[config.mk]
export PLATFORM = sky130hd
export DESIGN_NAME = dbg_trig_ctrl
export DESIGN_NICKNAME = d
export VERILOG_FILES = /design/src/rtl/dbg_trig_pkg.sv /design/src/rtl/dbg_trig_sync.sv /design/src/rtl/dbg_trig_qual.sv /design/src/rtl/dbg_trig_cfg.sv /design/src/rtl/dbg_trig_outsel.sv /design/src/rtl/dbg_trig_ctrl.sv
export SDC_FILE = /design/constraint.sdc
export NUM_CORES = 1
export LEC_CHECK = 0
export BUFFER_PORTS_ARGS = -buffer_cell sky130_fd_sc_hd__buf_2
export CORE_AREA = 3 3 40 42
export CTS_CLUSTER_DIAMETER = 30
export CTS_CLUSTER_SIZE = 16
export DETAILED_ROUTE_END_ITERATION = 12
export DIE_AREA = 0 0 43 45
export PLACE_DENSITY_LB_ADDON = 0.25
export SYNTH_ARGS = -nofsm -noshare
export SYNTH_HDL_FRONTEND = slang
export SYNTH_SLANG_ARGS = --single-unit
export TNS_END_PERCENT = 20
[constraint.sdc]
create_clock -name clk_i -period 0.97 [get_ports clk_i]
set_input_delay 0 -clock clk_i [delete_from_list [all_inputs] [get_ports clk_i]]
set_output_delay 0 -clock clk_i [all_outputs]
set_load 0.01 [all_outputs]
[src/rtl/dbg_trig_pkg.sv]
package dbg_trig_pkg;
   localparam int NUM_SRC = 3;
   localparam int SEL_W   = $clog2(NUM_SRC + 1);

   typedef enum logic [SEL_W-1:0] {
      OSEL_READY = 2'd0,
      OSEL_WATCH = 2'd1,
      OSEL_TRACE = 2'd2,
      OSEL_PERF  = 2'd3
   } osel_e;
endpackage

[src/rtl/dbg_trig_sync.sv]
module dbg_trig_sync #(
   parameter int STAGES = 2
) (
   input  logic clk_i,
   input  logic rst_ni,
   input  logic d_i,
   output logic q_o
);
   logic [STAGES-1:0] chain_q;

   generate
      if (STAGES < 2) begin : g_bad
         $error("dbg_trig_sync: STAGES must be at least 2");
      end
      for (genvar i = 0; i < STAGES; i++) begin : g_stage
         if (i == 0) begin : g_first
            always_ff @(posedge clk_i) begin
               if (!rst_ni) chain_q[0] <= 1'b0;
               else         chain_q[0] <= d_i;
            end
         end else begin : g_next
            always_ff @(posedge clk_i) begin
               if (!rst_ni) chain_q[i] <= 1'b0;
               else         chain_q[i] <= chain_q[i-1];
            end
         end
      end
   endgenerate

   assign q_o = chain_q[STAGES-1];
endmodule

[src/rtl/dbg_trig_qual.sv]
module dbg_trig_qual #(
   parameter int MIN_HIGH = 3
) (
   input  logic clk_i,
   input  logic rst_ni,
   input  logic lvl_i,
   output logic pulse_o
);
   localparam int CNT_W = $clog2(MIN_HIGH + 1);
   localparam logic [CNT_W-1:0] CNT_HIT = CNT_W'(MIN_HIGH - 1);
   localparam logic [CNT_W-1:0] CNT_SAT = CNT_W'(MIN_HIGH);

   logic [CNT_W-1:0] run_q;
   logic             hit;
   logic             pulse_q;

   generate
      if (MIN_HIGH < 1) begin : g_bad
         $error("dbg_trig_qual: MIN_HIGH must be at least 1");
      end
   endgenerate

   assign hit = lvl_i && (run_q == CNT_HIT);

   always_ff @(posedge clk_i) begin
      if (!rst_ni) begin
         run_q   <= '0;
         pulse_q <= 1'b0;
      end else begin
         pulse_q <= hit;
         if (!lvl_i)              run_q <= '0;
         else if (run_q != CNT_SAT) run_q <= run_q + 1'b1;
      end
   end

   assign pulse_o = pulse_q;

   AST_PULSE_ONE_CYCLE: assert property (@(posedge clk_i) disable iff (!rst_ni)
      pulse_q |=> !pulse_q);
   AST_PULSE_NEEDS_LEVEL: assert property (@(posedge clk_i) disable iff (!rst_ni)
      pulse_q |-> $past(lvl_i));
endmodule

[src/rtl/dbg_trig_cfg.sv]
module dbg_trig_cfg
   import dbg_trig_pkg::*;
(
   input  logic             clk_i,
   input  logic             rst_ni,
   input  logic             we_i,
   input  logic [SEL_W:0]   wdata_i,
   output osel_e            sel_o,
   output logic             clr_o
);
   osel_e sel_q;

   always_ff @(posedge clk_i) begin
      if (!rst_ni) sel_q <= OSEL_READY;
      else if (we_i && !wdata_i[SEL_W]) sel_q <= osel_e'(wdata_i[SEL_W-1:0]);
   end

   assign sel_o = sel_q;
   assign clr_o = we_i;

   AST_SEL_KEEP_ON_CLEAR: assert property (@(posedge clk_i) disable iff (!rst_ni)
      (we_i && wdata_i[SEL_W]) |=> $stable(sel_q));
   AST_SEL_KEEP_IDLE: assert property (@(posedge clk_i) disable iff (!rst_ni)
      !we_i |=> $stable(sel_q));
endmodule

[src/rtl/dbg_trig_outsel.sv]
module dbg_trig_outsel
   import dbg_trig_pkg::*;
#(
   parameter bit OUT_REG = 1'b1
) (
   input  logic               clk_i,
   input  logic               rst_ni,
   input  osel_e              sel_i,
   input  logic               clr_i,
   input  logic [NUM_SRC-1:0] src_evt_i,
   input  logic               rdy_i,
   output logic               pin_o
);
   logic evt_sel;
   logic latch_q;
   logic pin_d;

   always_comb begin
      evt_sel = 1'b0;
      for (int i = 0; i < NUM_SRC; i++) begin
         if (sel_i == osel_e'(i + 1)) evt_sel = src_evt_i[i];
      end
   end

   always_ff @(posedge clk_i) begin
      if (!rst_ni)      latch_q <= 1'b0;
      else if (clr_i)   latch_q <= 1'b0;
      else if (evt_sel) latch_q <= 1'b1;
   end

   assign pin_d = (sel_i == OSEL_READY) ? rdy_i : latch_q;

   generate
      if (OUT_REG) begin : g_reg
         logic pin_q;
         always_ff @(posedge clk_i) begin
            if (!rst_ni) pin_q <= 1'b0;
            else         pin_q <= pin_d;
         end
         assign pin_o = pin_q;

         AST_PIN_READY: assert property (@(posedge clk_i) disable iff (!rst_ni)
            (sel_i == OSEL_READY) |=> (pin_q == $past(rdy_i)));
         AST_PIN_IDLE_LOW: assert property (@(posedge clk_i) disable iff (!rst_ni)
            (sel_i != OSEL_READY && !latch_q) |=> !pin_q);
      end else begin : g_comb
         assign pin_o = pin_d;
      end
   endgenerate

   AST_LATCH_HOLD: assert property (@(posedge clk_i) disable iff (!rst_ni)
      (latch_q && !clr_i) |=> latch_q);
endmodule

[src/rtl/dbg_trig_ctrl.sv]
module dbg_trig_ctrl
   import dbg_trig_pkg::*;
#(
   parameter int SYNC_STAGES = 2,
   parameter int MIN_HIGH    = 3,
   parameter bit OUT_REG     = 1'b1
) (
   input  logic           clk_i,
   input  logic           rst_ni,
   input  logic           trig_in_i,
   input  logic           dev_up_i,
   input  logic           low_power_i,
   input  logic           debug_mode_i,
   input  logic           wp_evt_i,
   input  logic           tb_evt_i,
   input  logic           pm_evt_i,
   input  logic           cfg_we_i,
   input  logic [SEL_W:0] cfg_wdata_i,
   output logic           wp_req_o,
   output logic           tb_req_o,
   output logic           trig_pin_o
);
   logic               in_lvl;
   logic               in_pulse;
   osel_e              sel;
   logic               clr;
   logic               rdy;
   logic [NUM_SRC-1:0] src_evt;

   dbg_trig_sync #(.STAGES(SYNC_STAGES)) u_sync (
      .clk_i (clk_i), .rst_ni (rst_ni), .d_i (trig_in_i), .q_o (in_lvl)
   );

   dbg_trig_qual #(.MIN_HIGH(MIN_HIGH)) u_qual (
      .clk_i (clk_i), .rst_ni (rst_ni), .lvl_i (in_lvl), .pulse_o (in_pulse)
   );

   dbg_trig_cfg u_cfg (
      .clk_i (clk_i), .rst_ni (rst_ni), .we_i (cfg_we_i),
      .wdata_i (cfg_wdata_i), .sel_o (sel), .clr_o (clr)
   );

   assign rdy     = dev_up_i & ~low_power_i & ~debug_mode_i;
   assign src_evt = {pm_evt_i, tb_evt_i, wp_evt_i};

   dbg_trig_outsel #(.OUT_REG(OUT_REG)) u_out (
      .clk_i (clk_i), .rst_ni (rst_ni), .sel_i (sel), .clr_i (clr),
      .src_evt_i (src_evt), .rdy_i (rdy), .pin_o (trig_pin_o)
   );

   assign wp_req_o = in_pulse;
   assign tb_req_o = in_pulse;
endmodule

==> results of run 1 <==
## synthesized netlist by cell type
cell / n
a21oi_1: 1
nor4bb_1: 1
nor4b_2: 1
and3_1: 1
and2_1: 2
mux2_1: 1
nor2_1: 4
ha_1: 2
inv_1: 1
a211oi_1: 1
nand2_1: 3
and2b_1: 1
nor2b_1: 2
mux2i_1: 2
dfxtp_1: 9
nor3b_2: 1
xor2_1: 1
buf_4: 1
o21ai_0: 1
## registers in the layout, indices dropped and copies added (netlist names)
signal          count
u_cfg.sel_o         2
u_qual.run_q        2
u_sync.q_o          1
u_out.pin_o         1
u_sync.chain_q      1
u_qual.pulse_o      1
u_out.latch_q       1
## logic make-up (layout without fill, tap and decap cells)
logic type / count (synthesis) / in the layout
and+or+nand+nor: 16 / 16
buffers and inverters: 2 / 25
xor gates and xnor gates: 1 / 1
AOI/OAI and AO/OA: 3 / 3
muxes: 3 / 3
DFF: 9 / 9
adders and majority gates: 2 / 2
## where the power goes
| group | switching (mW) | internal [mW] | leakage (nW) |
|---|---|---|---|
| clock | 0.120 | 0.158 | 0.0150 |
| sequential | 0.00714 | 0.382 | 0.0748 |
| combinational | 0.0287 | 0.0535 | 0.169 |
| total | 0.156 | 0.594 | 0.259 |
## what timing repair did
item,in CTS,in global routing
gates resized for setup,1,6
pin swaps,0,2
hold endpoints to repair,3,0
endpoints found under the setup margin,2,2
hold buffers,3,0
## per-layer routing
layer	routed length, um	share of wire	vias to the layer above
met5	0	0	-
met1	279	0.41	138
met2	329	0.49	14
li1	-	-	167
met3	69	0.10	0
met4	0	0	0
## how the worst min path moves through the flow
stage                        start        endpoint  slack (ps)  cells past startpoint
floorplan                 cfg_we_i   u_out.latch_q          70                      1
detailed placement        cfg_we_i   u_out.latch_q         190                      2
CTS                 cfg_wdata_i[1]  u_cfg.sel_o[1]           7                      3
global route        cfg_wdata_i[1]  u_cfg.sel_o[1]          10                      3
finish              cfg_wdata_i[1]  u_cfg.sel_o[1]          10                      3
global placement          cfg_we_i   u_out.latch_q         190                      2
## critical path, cell delays in order (launching register included)
cell and delay, ps:
dfxtp_2 330, mux2_4 300, nor3b_2 170, nor4b_2 60
## per-stage QoR
| step | power [mW] | cell area [um^2] | worst slack, ps |
|---|---|---|---|
| after global routing | 0.808 | 563 | -47.5 |
| after CTS | 0.764 | 541 | -11.7 |
| after global placement | 0.468 | 483 | 7.32 |
| after detailed placement | 0.469 | 483 | -7.95 |
| final | 0.750 | 563 | -8.88 |
| after floorplan | 0.431 | 382 | -6.20 |
## layout make-up
type | instances | area [um^2]
Fill cell | 130 | 722
Multi-Input combinational cell | 25 | 210
Sequential cell | 9 | 184
Timing Repair Buffer | 20 | 120
Clock buffer | 4 | 26.3
Tap cell | 15 | 18.8
Inverter | 1 | 3.75
==> flow_summary.ini, run 1 <==
[outcome]
status = finished with violations
violations = negative setup slack

[clock_tree]
post-cts-setup-buffers = 0
clockBufferDepth = 2
cts_sinks = 9
cts_tree = done
cts_root_buf = clkbuf_4
clock_latency_ps = 250
clkTransAtPathRegs_ps = 60
numCtsBuffers = 3
cts.htree.levels = 1

[pwr]
peakVddDrop_v = 0.00102
leakage_nw = 0.259
pwr_density_cell_nw_per_um2 = 1330

[timing]
slew_headroom = 0.835
fin_skew_ps = 3.80
hold-worst-slack_ps = 11.2
rsz0062_at_grt = true
period_share = 1.01
slew_violations = 0
fin_ws_ps = -8.88
fin_crit_ps = 979
finalHoldViolCount = 0
worst_pin_slew_ps = 244
fmax_mhz = 1020
tns_ps = -8.88
setup_viol = 1

[worst_setup_path]
cp-end-kind = flop
crit_required_ps = 1110
crit_path_start_kind = flop
crit_start = u_cfg.sel_o[1]
r2r_start = u_cfg.sel_o[1]
cp_max_fo = 2
critPathCapture = u_out.latch_q
cp.arrival_ps = 1120
reg2reg_depth = 3
r2r_slack_ps = -9
critPathKind = flop to flop
r2r-end = u_out.latch_q

[synth]
yosys_register_bits = 9
syn_area_um2 = 377
yosys.area_share.adder = 0.0664
syn-num-nets = 51
syn_avg_cell_area_um2 = 10.5
synth_compound_gate_area_share = 0.0465
seq_area_frac_synth = 0.478
post_synth_xor_area_fraction = 0.0233
synth_cell_types = 19
yosysTopAreaCell = dfxtp_1
synthCells = 36
synth_top_family_by_area = simple AND/OR/NAND/NOR gates
yosys_warnings = 0
synth.area.mux_share = 0.0831
synth_top_cell_area_share = 0.478
synth_area_leaders = dfxtp_1 (48%), ha_1 (6.6%), mux2i_1 (5.3%)
synth_simple_gate_area_frac = 0.272

[finish]
syn2layout_area_growth_pct = 49.5
layout_commonest_cell = buf_2
final_core_util = 0.438
drive_gt1_frac = 0.525
n_antenna_cell = 0
most-common-layout-cells = buf_2 (15), dfxtp_1 (6)
fin_cells = 74
fin_nets = 75

[floorplan]
core-area_um2 = 1280
die_y_um = 45
ioPinCount = 16
start_util = 0.293
fp.dieW_um = 43
die-area_um2 = 1940
num_rows = 13

[placement]
place_inst = 67
port-buffer-count = 15
place.gp.congestion = 0.681
dp_hpwl_um = 504

[detailed_routing]
vias_per_cell = 4.31
drc = 0
postRouteAntennaNets = 0
drt-initial-drc-count = 0
routed_wl_um = 678
routed-via-count = 319
first_pass_iters = 1
wl_per_cell_um = 9.16

[global_routing]
antenna_found_initial = 0
grt-ovfl-total = 0
grt_pass1_wl_um = 1100
met3_usage = 0.0717
grt_busiest_layer = met2
grtUsageMet1 = 0.102
first_global_vias = 268
grt_use_total = 0.0819
grtUsageMet2 = 0.105
grt_start_max_net_pins = 10

[worst_hold_path]
hold_path_class = primary input to flop

[flow_run]
cap_violations = 0
Power figures use the tool's default switching activity.
==> run 2: changes to the inputs <==
Clock period 0.97 ns to 1.2 ns, I/O delays scaled along.
==> run 2 against run 1 <==
Effect of this change:
- the run now ends clean
- cell area fell by 7.8%
- combinational power is 29% lower
- wire length decreased by 7.2%
- clock power decreased by 18%
- hold slack gained 1.4 ps
- critical path depth stayed put
- flip-flop and latch count is the same
- register-to-register slack better by 140 ps
- cell count decreased by 2.7%
- non-clock buffer count fell by 2
- sequential share of layout area increased by 2.0 points
- critical path type unchanged
==> flow_summary.ini, run 2 (synthesis results as in run 1) <==
[finish]
fin_nets = 73
layout_commonest_cell = buf_2
fillerInstances = 128
syn2layout_area_growth_pct = 37.9
most-common-layout-cells = buf_2 (15), dfxtp_1 (9), nor2_1 (4)
final_core_util = 0.404
drive_gt1_frac = 0.351
n_antenna_cell = 0
seqCellArea_um2 = 180
fin_area_um2 = 519
fin_cells = 72
multi_input_area_um2 = 185

[detailed_routing]
first_pass_iters = 3
wl_per_cell_um = 8.74
drc = 0
drt-initial-drc-count = 1
postRouteAntennaNets = 0
routed_wl_um = 629
vias_per_cell = 4.14
routed-via-count = 298

[timing]
slew_violations = 0
fin_skew_ps = 4.10
fin_crit_ps = 1070
setup_viol = 0
tns_ps = 0
finalHoldViolCount = 0
period_share = 0.890
slew_headroom = 0.830
rsz0062_at_grt = false
fmax_mhz = 936
worst_pin_slew_ps = 253

[pwr]
peakVddDrop_v = 0.000733
p_int_mw = 0.473
leakage_nw = 0.246
power.total_mw = 0.599
pwr_density_cell_nw_per_um2 = 1150
p_sw_mw = 0.126
swShare = 0.210
seqPwrFrac = 0.525
clkPwrFrac = 0.378
comb_power_share = 0.097

[clock_tree]
cts_tree = done
cts_root_buf = clkbuf_4
ctsHoldBuffers = 3
cts_resized = 0
cts.htree.levels = 1
clockBufferDepth = 2
clock_latency_ps = 260
cts_sinks = 9
numCtsBuffers = 3
clkTransAtPathRegs_ps = 60
post-cts-setup-buffers = 0

[worst_setup_path]
crit_cells = 3
r2r_start = u_cfg.sel_o[1]
cp_slowest_cell = dfxtp_1
r2r-end = u_out.latch_q
critPathMaxStageDelay_ps = 370
cp.arrival_ps = 1210
critPathKind = flop to flop
r2r_slack_ps = 130
path_delay_family = flip-flops
crit_start = u_cfg.sel_o[1]
crit_required_ps = 1340
cp-end-kind = flop
worstPathCellList = mux2_1, nor3b_2, nor4b_2
cp_max_fo = 4
path_buf_inv = 0
critPathCapture = u_out.latch_q
crit_path_start_kind = flop
reg2reg_depth = 3

[floorplan]
die-area_um2 = 1940
core-area_um2 = 1280
fp.dieW_um = 43
die_y_um = 45
start_util = 0.293
num_rows = 13
ioPinCount = 16

[placement]
place_inst = 65
post_dp_cell_area_um2 = 463
port-buffer-count = 15
dp_hpwl_um = 477
place.gp.congestion = 0.640

[global_routing]
grt_start_max_net_pins = 10
grt-ovfl-total = 0
grt_pass1_wl_um = 1120
first_global_vias = 261
antenna_found_initial = 0
grt_use_total = 0.0853

[worst_hold_path]
hold_path_class = primary input to flop

[outcome]
status = complete, no violations

[flow_run]
cap_violations = 0
-- run 2: cell types whose count changed in the layout (fill, tap and decap cells not counted), moves of 2 or more --
| cell | change |
|---|---|
| dfxtp_2 | -3 |
| buf_4 | -2 |
| dfxtp_1 | +3 |
| ha_1 | +2 |
-- run 2: power groups by stage --
| stage | registers [mW] | clock network [mW] | logic, mW |
|---|---|---|---|
| floorplan | 0.321 | 0 | 0.0255 |
| global placement | 0.321 | 0 | 0.0510 |
| detailed placement | 0.321 | 0 | 0.0511 |
| CTS | 0.315 | 0.241 | 0.0586 |
| global route | 0.316 | 0.263 | 0.0661 |
| finish | 0.315 | 0.227 | 0.0582 |
-- run 2: layout make-up --
cell class | instances | area share
Tap cell | 15 | 0.0361
Timing Repair Buffer | 18 | 0.202
Sequential cell | 9 | 0.347
Inverter | 1 | 0.00723
Multi-Input combinational cell | 25 | 0.357
Clock buffer | 4 | 0.0506
-- run 2: layer usage --
metal	part of all wire	global-route usage	wire, um
met3	0.13	0.0757	80
met4	0	0.0361	0
met5	0	0	0
met2	0.44	0.114	274
met1	0.44	0.0951	275
-- run 2: worst min-delay path by stage --
stage | cells past startpoint | slack, ps | startpoint | endpoint
6_report | 3 | 10 | cfg_wdata_i[1] | u_cfg.sel_o[1]
5_1_grt | 3 | 30 | cfg_wdata_i[1] | u_cfg.sel_o[1]
4_1_cts | 3 | 5 | cfg_wdata_i[1] | u_cfg.sel_o[1]
3_5_place_dp | 2 | 200 | cfg_we_i | u_out.latch_q
3_3_place_gp | 2 | 190 | cfg_we_i | u_out.latch_q
2_1_floorplan | 1 | 70 | cfg_we_i | u_out.latch_q
-- run 2: worst reg2reg max path, delay by kind of cell (launching register included) --
| kind | cells | cell delay, ps |
|---|---|---|
| flip-flops | 1 | 370 |
| multiplexers | 1 | 350 |
| AND/OR/NAND/NOR | 2 | 230 |
-- run 2: through the flow --
stage	hold WS, ps	setup slack, ps
final	12.7	132
after global routing	26.7	56.7
after CTS	5.12	123
after detailed placement	196	125
after global placement	191	138
after floorplan	71.4	169
